## src/rtl/bchml_pkg.sv

```systemverilog
package bchml_pkg;

  localparam int CW_N    = 15;
  localparam int CW_K    = 5;
  localparam int CW_R    = CW_N - CW_K;
  localparam int GF_M    = 4;
  localparam logic [CW_R:0] GEN_POLY = 11'h537;
  localparam logic [GF_M-1:0] PRIM_TAIL = 4'b0011;
  localparam int TGT     = CW_N - 1;
  localparam int N_PART  = 6;
  localparam int N_CHK   = 6;
  localparam int MAJ_W   = 6;
  localparam int MAJ_TH  = MAJ_W / 2 + 1;

  typedef logic [CW_N-1:0]   cw_t;
  typedef logic [CW_K-1:0]   msg_t;
  typedef logic [N_PART-1:0] est_t;

  function automatic logic [GF_M-1:0] gf_pow(input int e);
    logic [GF_M-1:0] v;
    v = 4'b0001;
    for (int i = 0; i < e; i++)
      v = {v[GF_M-2:0], 1'b0} ^ (v[GF_M-1] ? PRIM_TAIL : 4'b0000);
    return v;
  endfunction

  function automatic int gf_log(input logic [GF_M-1:0] v);
    for (int i = 0; i < CW_N; i++)
      if (gf_pow(i) == v) return i;
    return 0;
  endfunction

  function automatic int plane_pos(input int k, input int j, input bit side);
    logic [GF_M-1:0] p, q, d, rv, sv;
    int cnt;
    p = gf_pow(TGT);
    q = gf_pow(k);
    d = p ^ q;
    cnt = 0;
    for (int r = 1; r < (1 << GF_M); r++) begin
      rv = GF_M'(r);
      sv = rv ^ d;
      if (rv == p || rv == q || rv == d || rv > sv) continue;
      if (cnt == j) return gf_log(side ? sv : rv);
      cnt++;
    end
    return 0;
  endfunction

  function automatic logic maj_vote(input logic [MAJ_W-1:0] x);
    return $countones(x) >= MAJ_TH;
  endfunction

  function automatic cw_t rot1(input cw_t w);
    return {w[CW_N-2:0], w[CW_N-1]};
  endfunction

  function automatic logic [CW_R-1:0] poly_rem(input cw_t w);
    cw_t r;
    r = w;
    for (int i = CW_N - 1; i >= CW_R; i--)
      if (r[i]) r = r ^ (cw_t'(GEN_POLY) << (i - CW_R));
    return r[CW_R-1:0];
  endfunction

endpackage

```

## src/rtl/bchml_estimates.sv

```systemverilog
module bchml_estimates
  import bchml_pkg::*;
(
  input  cw_t  word,
  output est_t est
);

  logic [N_PART-1:0][N_CHK-1:0] chk;

  for (genvar k = 0; k < N_PART; k++) begin : g_part
    for (genvar j = 0; j < N_CHK; j++) begin : g_plane
      localparam int PA = plane_pos(k, j, 1'b0);
      localparam int PB = plane_pos(k, j, 1'b1);
      assign chk[k][j] = (word[TGT] ^ word[k]) ^ (word[PA] ^ word[PB]);
    end
    assign est[k] = maj_vote(chk[k]);
  end

endmodule

```

## src/rtl/bchml_stage.sv

```systemverilog
module bchml_stage
  import bchml_pkg::*;
#(
  parameter bit SPLIT = 1'b0
)(
  input  logic clk,
  input  logic rst_n,
  input  logic in_valid,
  input  cw_t  in_word,
  output logic out_valid,
  output cw_t  out_word
);

  est_t est;
  logic flip;
  logic fwd_valid;
  cw_t  fixed;

  bchml_estimates u_est (
    .word (in_word),
    .est  (est)
  );

  if (SPLIT) begin : g_split
    logic mid_valid;
    cw_t  mid_word;
    est_t mid_est;

    always_ff @(posedge clk or negedge rst_n) begin
      if (!rst_n) mid_valid <= 1'b0;
      else        mid_valid <= in_valid;
    end

    always_ff @(posedge clk) begin
      mid_word <= in_word;
      mid_est  <= est;
    end

    assign flip      = maj_vote(mid_est);
    assign fixed     = mid_word ^ (cw_t'(flip) << TGT);
    assign fwd_valid = mid_valid;
  end else begin : g_flat
    assign flip      = maj_vote(est);
    assign fixed     = in_word ^ (cw_t'(flip) << TGT);
    assign fwd_valid = in_valid;
  end

  always_ff @(posedge clk or negedge rst_n) begin
    if (!rst_n) out_valid <= 1'b0;
    else        out_valid <= fwd_valid;
  end

  always_ff @(posedge clk) begin
    out_word <= rot1(fixed);
  end

endmodule

```

## src/rtl/bch15_ml_decoder.sv

```systemverilog
module bch15_ml_decoder
  import bchml_pkg::*;
#(
  parameter bit STAGE_SPLIT = 1'b0
)(
  input  logic             clk,
  input  logic             rst_n,
  input  logic             in_valid,
  input  logic [CW_N-1:0]  in_word,
  output logic             out_valid,
  output logic [CW_K-1:0]  out_data
);

  localparam int LATENCY = CW_N * (STAGE_SPLIT ? 2 : 1);

  logic stv [CW_N+1];
  cw_t  stw [CW_N+1];

  assign stv[0] = in_valid;
  assign stw[0] = in_word;

  for (genvar s = 0; s < CW_N; s++) begin : g_stage
    bchml_stage #(.SPLIT(STAGE_SPLIT)) u_stage (
      .clk       (clk),
      .rst_n     (rst_n),
      .in_valid  (stv[s]),
      .in_word   (stw[s]),
      .out_valid (stv[s+1]),
      .out_word  (stw[s+1])
    );
  end

  assign out_valid = stv[CW_N];
  assign out_data  = stw[CW_N][CW_N-1 -: CW_K];

endmodule

```

## config.mk

```make
export PLATFORM = sky130hd
export DESIGN_NAME = bch15_ml_decoder
export DESIGN_NICKNAME = d
export VERILOG_FILES = /design/src/rtl/bchml_pkg.sv /design/src/rtl/bchml_estimates.sv /design/src/rtl/bchml_stage.sv /design/src/rtl/bch15_ml_decoder.sv
export SDC_FILE = /design/constraint.sdc
export NUM_CORES = 1
export LEC_CHECK = 0
export BUFFER_PORTS_ARGS = -buffer_cell sky130_fd_sc_hd__buf_2
export CAP_MARGIN = 20
export CORE_UTILIZATION = 63
export CTS_CLUSTER_DIAMETER = 80
export DETAILED_ROUTE_END_ITERATION = 16
export HOLD_SLACK_MARGIN = 0.03
export PLACE_DENSITY = 0.78
export SLEW_MARGIN = 20
export SYNTH_ARGS = -nofsm -noshare
export SYNTH_HDL_FRONTEND = slang
export SYNTH_SLANG_ARGS = --single-unit
```

## constraint.sdc

```tcl
create_clock -name clk -period 5.06 [get_ports clk]
set_clock_uncertainty 0.15 [all_clocks]
set_input_delay 1.012 -clock clk [delete_from_list [all_inputs] [get_ports clk]]
set_output_delay 1.012 -clock clk [all_outputs]
set_load 0.005 [all_outputs]
```

==> tab_implementation.tex, run 1 <==
\begin{tabular}{lr}
\hline
Metric & Value \\
\hline
\multicolumn{2}{l}{\textbf{Critical path}} \\
\quad Required time of the critical path & 5.22 ns \\
\quad Crit Path Category & register to register \\
\quad Number of buffer and inverter instances along the worst setup path & 4 \\
\quad Critical Path Fanout Max & 6 \\
\quad Maximum single-stage delay on the critical path & 0.59 ns \\
\quad Worst Setup Start Kind & register \\
\quad Setup crit end kind & register \\
\quad CP most frequent cell & sky130\_fd\_sc\_hd\_\_inv\_1 \\
\quad Worst-path cell with the longest stage delay & sky130\_fd\_sc\_hd\_\_dfxtp\_1 \\
\quad List of cells traversed by the critical path & xor2\_2, xor2\_1, inv\_1, fa\_1, inv\_1, fa\_1, inv\_1, ha\_1, nand2b\_1, o21bai\_1, ha\_1, inv\_1, fa\_1, o21ai\_0, xor2\_1 \\
\quad CP top delay family & adder cells \\
\quad Data arrival, critical path & 4.53 ns \\
\multicolumn{2}{l}{\textbf{Die}} \\
\quad Placeable Area & 12700 µm² \\
\quad Die Span Y & 117 µm \\
\quad Overall die width & 117 µm \\
\quad Ports placed on the boundary & 24 \\
\quad Num rows & 41 \\
\quad Die area & 13600 µm² \\
\quad Effective utilization at floorplan & 65.1\% \\
\multicolumn{2}{l}{\textbf{Placement}} \\
\quad Count of input and output buffers & 23 \\
\quad Detailed placement HPWL & 11400 µm \\
\quad Pre-CTS setup slack & 0.260 ns \\
\quad Routability Congestion & 0.847 \\
\multicolumn{2}{l}{\textbf{Clocking}} \\
\quad Clk pin slew, worst setup/hold paths & 0.06 ns \\
\quad Later-pin clock latency in the skew report & 0.41 ns \\
\quad TritonCTS clock tree & done \\
\quad Number of levels the H-tree was split into & 4 \\
\quad Quantity of gates resized following cts & 0 \\
\quad Clock Tree Root & sky130\_fd\_sc\_hd\_\_clkbuf\_16 \\
\quad Worst-case clock buffer depth & 2 \\
\quad Hold Buf Count CTS & 0 \\
\quad Number of clock sinks seen by CTS & 130 \\
\quad Post-CTS Setup Repair Bufs & 0 \\
\quad Number of clock buffers inserted by TritonCTS & 17 \\
\multicolumn{2}{l}{\textbf{Synthesis}} \\
\quad Number of synthesized register bits & 130 \\
\quad Total of warnings raised by yosys & 0 \\
\quad Cell count after synthesis & 736 \\
\quad Share of synthesized area occupied by flip-flops and latches & 32.3\% \\
\quad Syn nets & 869 \\
\quad Mean area per synthesized cell & 11.2 µm² \\
\quad Number of unique standard cell types used by synthesis & 19 \\
\quad Netlist area before placement & 8280 µm² \\
\multicolumn{2}{l}{\textbf{STA}} \\
\quad Count of final max-slew check failures & 0 \\
\quad Hold Slack & 0.170 ns \\
\quad Final setup fails & 0 \\
\quad Final Hold Vio Count & 0 \\
\quad Total negative setup slack & 0 ns \\
\quad Final worst path period need & 4.37 ns \\
\quad RSZ-0062 raised after global routing & no \\
\quad Worst setup margin & 0.690 ns \\
\quad Final cycle utilization of the critical path & 86.4\% \\
\quad Worst rel slew slack & 57.2\% \\
\quad Peak Freq & 0.229 GHz \\
\quad Transition time at the pin with the least slew margin & 0.641 ns \\
\multicolumn{2}{l}{\textbf{Global route}} \\
\quad Maximum number of pins on one net before global-route repair & 17 \\
\quad Vias in the first global route & 4971 \\
\quad Global-route wire length before repair & 24500 µm \\
\quad Overall fraction of global-route tracks in use & 24.5\% \\
\quad Number of antenna violations at the first check in global routing & 0 \\
\quad Leftover overflow at the end of global routing & 0 \\
\multicolumn{2}{l}{\textbf{Layout}} \\
\quad Ant diodes & 0 \\
\quad Nets@finish & 876 \\
\quad Most frequent standard cell in the layout excluding fill and tap cells & sky130\_fd\_sc\_hd\_\_xnor2\_1 \\
\quad Fin util & 71.6\% \\
\quad Filler instances & 895 \\
\quad Ratio of cells with drive above 1 in the final layout & 12.4\% \\
\quad Top library cells by usage in the layout, fill and taps aside & sky130\_fd\_sc\_hd\_\_xnor2\_1, sky130\_fd\_sc\_hd\_\_inv\_1, sky130\_fd\_sc\_hd\_\_dfxtp\_1 \\
\quad Area growth syn-to-layout & 9.99\% \\
\multicolumn{2}{l}{\textbf{Routing}} \\
\quad DRC viols & 0 \\
\quad Overall via count from detail\_route & 4501 \\
\quad Antenna Nets Post-Route & 0 \\
\quad Iteration-0 DRC Markers & 136 \\
\quad Number of iterations in the first detailed-routing pass & 4 \\
\quad Mean routed wirelength per cell & 15.5 µm \\
\quad Total Wirelength & 14400 µm \\
\quad Drt via density & 4.85 \\
\multicolumn{2}{l}{\textbf{Run}} \\
\quad Total of max-cap violations & 0 \\
\multicolumn{2}{l}{\textbf{Min path}} \\
\quad Worst hold path class & register to register \\
\multicolumn{2}{l}{\textbf{Outcome}} \\
\quad Result of the run & complete, no violations \\
\hline
\end{tabular}
-- Yosys cell counts --
library cell / number / share of area (%)
sky130_fd_sc_hd__xor2_1: 40 / 4.2
sky130_fd_sc_hd__dfrtp_1: 15 / 4.5
sky130_fd_sc_hd__nand2b_1: 10 / 0.76
sky130_fd_sc_hd__fa_1: 65 / 16
sky130_fd_sc_hd__o21bai_1: 10 / 0.91
sky130_fd_sc_hd__dfxtp_1: 115 / 28
sky130_fd_sc_hd__xor2_2: 4 / 0.79
sky130_fd_sc_hd__buf_1: 6 / 0.27
sky130_fd_sc_hd__a21oi_1: 5 / 0.30
sky130_fd_sc_hd__xnor2_1: 225 / 24
sky130_fd_sc_hd__xnor2_2: 8 / 1.6
sky130_fd_sc_hd__xor2_4: 6 / 2.0
sky130_fd_sc_hd__ha_1: 50 / 7.6
sky130_fd_sc_hd__a31o_1: 1 / 0.11
sky130_fd_sc_hd__clkbuf_1: 27 / 1.2
sky130_fd_sc_hd__o21ai_0: 5 / 0.30
sky130_fd_sc_hd__a31o_2: 19 / 2.0
sky130_fd_sc_hd__buf_6: 5 / 0.68
sky130_fd_sc_hd__inv_1: 120 / 5.4
-- metal layers --
metal  vias up  share of wire [%]  global-route usage (%)
li1       2194                  -                       -
met1      2222                 42                    28.5
met2        65                 54                    44.7
met3        20                2.3                    4.98
met4         0                1.7                    8.86
met5         -                  0                       0
-- per-stage QoR --
step / instances / area [µm²]
after CTS: 928 / 9110
after global routing: 928 / 9110
after floorplan: 736 / 8280
final: 928 / 9110
after global placement: 896 / 8450
after detailed placement: 896 / 8450
-- cell families after synthesis --
kind of cell,Yosys count,synth area share (%)
XOR/XNOR,283,32.4
buffers and inverters,158,7.62
flip-flops,130,32.3
adder cells (fa/ha/maj),115,23.3
AO/OA/AOI/OAI,40,3.63
AND/OR/NAND/NOR,10,0.756
-- state kept, by name (all words and copies together) (netlist names) --
name                       count
g_stage.u_stage.out_word     115
g_stage.u_stage.out_valid     15
-- layout make-up --
class,instances,area (µm²),share of cell area (%)
Clock buffer,22,484,5.32
Clock inverter,10,170,1.87
Inverter,120,450,4.95
Multi-Input combinational cell,448,4970,54.6
Sequential cell,130,2680,29.4
Tap cell,172,215,2.36
Timing Repair Buffer,26,138,1.51
-- worst paths after layout --
path / startpoint / end / slack, ns / cells after the start
min reg2reg: g_stage[12].u_stage.out_word[11] / g_stage[13].u_stage.out_word[12] / 0.17 / 0
min in group asynchronous: rst_n / g_stage[13].u_stage.out_valid / 0.33 / 1
min: g_stage[12].u_stage.out_word[11] / g_stage[13].u_stage.out_word[12] / 0.17 / 0
max in group asynchronous: rst_n / g_stage[4].u_stage.out_valid / 4.20 / 1
max reg2reg: g_stage[3].u_stage.out_word[14] / g_stage[4].u_stage.out_word[0] / 0.69 / 15
max: g_stage[3].u_stage.out_word[14] / g_stage[4].u_stage.out_word[0] / 0.69 / 15
Power of run 1 is left out: the tool's default activity adds up to more than one toggle a clock period on the data nets, which glitch-free logic cannot reach.
==> inputs of run 2 (changes only) <==
--- a/config.mk
+++ b/config.mk
@@ -12,6 +12,7 @@
 export DETAILED_ROUTE_END_ITERATION = 16
 export HOLD_SLACK_MARGIN = 0.03
 export PLACE_DENSITY = 0.78
+export REMOVE_ABC_BUFFERS = 1
 export SLEW_MARGIN = 20
 export SYNTH_ARGS = -nofsm -noshare
 export SYNTH_HDL_FRONTEND = slang
==> run 2 against run 1 <==
  * Sequential cell count unchanged
  * Cell area is 1.3% lower
  * Cell count down 0.11%
  * Maximum frequency grew 0.21%
  * Utilization is 0.90 points lower
==> tab_implementation.tex, run 2 (synthesis gave the netlist of run 1 again) <==
\begin{tabular}{lr}
\hline
Metric & Value \\
\hline
\multicolumn{2}{l}{\textbf{Clocking}} \\
\quad Number of clock buffers inserted by TritonCTS & 17 \\
\quad Number of levels the H-tree was split into & 4 \\
\quad Number of clock sinks seen by CTS & 130 \\
\quad Hold Buf Count CTS & 0 \\
\quad Quantity of gates resized following cts & 0 \\
\quad Later-pin clock latency in the skew report & 0.41 ns \\
\quad Clock Tree Root & sky130\_fd\_sc\_hd\_\_clkbuf\_16 \\
\quad Post-CTS Setup Repair Bufs & 0 \\
\quad Worst-case clock buffer depth & 2 \\
\quad TritonCTS clock tree & done \\
\quad Clk pin slew, worst setup/hold paths & 0.06 ns \\
\multicolumn{2}{l}{\textbf{Critical path}} \\
\quad CP top delay family & adder cells \\
\quad Worst-path cell with the longest stage delay & sky130\_fd\_sc\_hd\_\_fa\_1 \\
\quad List of cells traversed by the critical path & buf\_2, xnor2\_1, xor2\_1, inv\_1, fa\_1, fa\_1, inv\_1, ha\_1, a31o\_2, ha\_1, ha\_1, a21oi\_1, o21ai\_0, xor2\_1 \\
\quad Setup crit end kind & register \\
\quad Worst Setup Start Kind & input port \\
\quad Register-to-register setup slack & 0.75 ns \\
\quad Required time of the critical path & 5.19 ns \\
\quad Data arrival, critical path & 4.49 ns \\
\quad Number of buffer and inverter instances along the worst setup path & 3 \\
\quad Maximum single-stage delay on the critical path & 0.49 ns \\
\quad Crit Path Category & input port to register \\
\quad Critical Path Fanout Max & 10 \\
\quad CP most frequent cell & sky130\_fd\_sc\_hd\_\_ha\_1 \\
\multicolumn{2}{l}{\textbf{Routing}} \\
\quad Overall via count from detail\_route & 4419 \\
\quad Total Wirelength & 13400 µm \\
\quad Number of iterations in the first detailed-routing pass & 4 \\
\quad Iteration-0 DRC Markers & 116 \\
\quad Antenna Nets Post-Route & 0 \\
\quad DRC viols & 0 \\
\quad Drt via density & 4.77 \\
\quad Mean routed wirelength per cell & 14.5 µm \\
\multicolumn{2}{l}{\textbf{Layout}} \\
\quad Top library cells by usage in the layout, fill and taps aside & sky130\_fd\_sc\_hd\_\_xnor2\_1, sky130\_fd\_sc\_hd\_\_inv\_1, sky130\_fd\_sc\_hd\_\_dfxtp\_1 \\
\quad Flip-flop count of the largest register after layout & 115 \\
\quad Ant diodes & 0 \\
\quad Nets@finish & 875 \\
\quad Most frequent standard cell in the layout excluding fill and tap cells & sky130\_fd\_sc\_hd\_\_xnor2\_1 \\
\quad Area growth syn-to-layout & 8.61\% \\
\quad Ratio of cells with drive above 1 in the final layout & 12.2\% \\
\quad Registers with the most flip-flops & g\_stage.u\_stage.out\_word: 115 flops, g\_stage.u\_stage.out\_valid: 15 flops \\
\quad Register name with the most flops & g\_stage.u\_stage.out\_word \\
\multicolumn{2}{l}{\textbf{Placement}} \\
\quad Detailed placement HPWL & 11000 µm \\
\quad Count of input and output buffers & 23 \\
\quad Routability Congestion & 0.833 \\
\multicolumn{2}{l}{\textbf{Die}} \\
\quad Ports placed on the boundary & 24 \\
\quad Die Span Y & 117 µm \\
\quad Die area & 13600 µm² \\
\quad Num rows & 41 \\
\quad Effective utilization at floorplan & 65.1\% \\
\quad Placeable Area & 12700 µm² \\
\quad Overall die width & 117 µm \\
\multicolumn{2}{l}{\textbf{Outcome}} \\
\quad Result of the run & complete, no violations \\
\multicolumn{2}{l}{\textbf{Global route}} \\
\quad Vias in the first global route & 4884 \\
\quad Number of antenna violations at the first check in global routing & 0 \\
\quad Overall fraction of global-route tracks in use & 22.8\% \\
\quad Maximum number of pins on one net before global-route repair & 17 \\
\quad Global-route wire length before repair & 23100 µm \\
\quad Leftover overflow at the end of global routing & 0 \\
\multicolumn{2}{l}{\textbf{Run}} \\
\quad Total of max-cap violations & 0 \\
\multicolumn{2}{l}{\textbf{Min path}} \\
\quad Worst hold path class & register to register \\
\multicolumn{2}{l}{\textbf{STA}} \\
\quad Transition time at the pin with the least slew margin & 0.694 ns \\
\quad Final worst path period need & 4.36 ns \\
\quad Final setup fails & 0 \\
\quad Count of final max-slew check failures & 0 \\
\quad Total negative setup slack & 0 ns \\
\quad Final cycle utilization of the critical path & 86.2\% \\
\quad Final Hold Vio Count & 0 \\
\quad RSZ-0062 raised after global routing & no \\
\quad Peak Freq & 0.229 GHz \\
\quad Worst rel slew slack & 53.7\% \\
\hline
\end{tabular}
## run 2: cell count changes in the layout (fill, tap and decap cells not counted)
cell / delta
sky130_fd_sc_hd__bufinv_16: -4
sky130_fd_sc_hd__clkbuf_8: -3
sky130_fd_sc_hd__buf_4: -1
sky130_fd_sc_hd__clkinvlp_4: +3
sky130_fd_sc_hd__inv_8: +1
sky130_fd_sc_hd__inv_6: +2
sky130_fd_sc_hd__clkbuf_1: +1
## run 2: final cells by class
type                            instances  area, µm²
Timing Repair Buffer                   25        130
Sequential cell                       130       2680
Inverter                              120        450
Multi-Input combinational cell        448       4970
Tap cell                              172        215
Clock buffer                           20        447
Fill cell                             970       3730
Clock inverter                         12        101
## run 2: path summary, 6_finish.rpt
check / start / endpoint / depth (start not counted)
worst max-delay path: in_word[14] / g_stage[0].u_stage.out_word[0] / 14
worst min-delay path: g_stage[4].u_stage.out_word[4] / g_stage[5].u_stage.out_word[5] / 0
worst max register to register: g_stage[3].u_stage.out_word[14] / g_stage[4].u_stage.out_word[0] / 15
worst min register to register: g_stage[4].u_stage.out_word[4] / g_stage[5].u_stage.out_word[5] / 0
max in group asynchronous: rst_n / g_stage[13].u_stage.out_valid / 1
min in group asynchronous: rst_n / g_stage[11].u_stage.out_valid / 1
## run 2: worst register-to-register path: stages, from the launching register on
cell and delay [ns]:
sky130_fd_sc_hd__dfxtp_1 0.76, sky130_fd_sc_hd__xor2_2 0.42, sky130_fd_sc_hd__xor2_1 0.31, sky130_fd_sc_hd__inv_1 0.11, sky130_fd_sc_hd__fa_1 0.51, sky130_fd_sc_hd__inv_1 0.06
sky130_fd_sc_hd__fa_1 0.40, sky130_fd_sc_hd__inv_1 0.07, sky130_fd_sc_hd__ha_1 0.22, sky130_fd_sc_hd__nand2b_1 0.08, sky130_fd_sc_hd__o21bai_1 0.07, sky130_fd_sc_hd__ha_1 0.18
sky130_fd_sc_hd__inv_1 0.07, sky130_fd_sc_hd__fa_1 0.41, sky130_fd_sc_hd__o21ai_0 0.22, sky130_fd_sc_hd__xor2_1 0.19
## run 2: through the flow
step / hold WS [ns] / setup WS [ns] / cell area (µm²) / std cells / utilization (%)
2_1_floorplan: 0.160 / 0.771 / 8100 / 698 / -
3_3_place_gp: 0.162 / 0.413 / 8440 / 895 / 66.4
3_5_place_dp: 0.162 / 0.256 / 8440 / 895 / 66.4
4_1_cts: 0.172 / 0.663 / 8990 / 927 / 70.7
5_1_grt: 0.175 / 0.391 / 8990 / 927 / 70.7
6_report: 0.172 / 0.699 / 8990 / 927 / 70.7
## run 2: metal layers
layer	vias to the layer above	GRT usage, %	wire, µm
met1	2165	25.4	5630
met4	0	6.67	182
met2	48	43.3	7310
li1	2193	-	-
met5	-	0	0
met3	13	5.19	274
Power of run 2 is left out for the same reason.
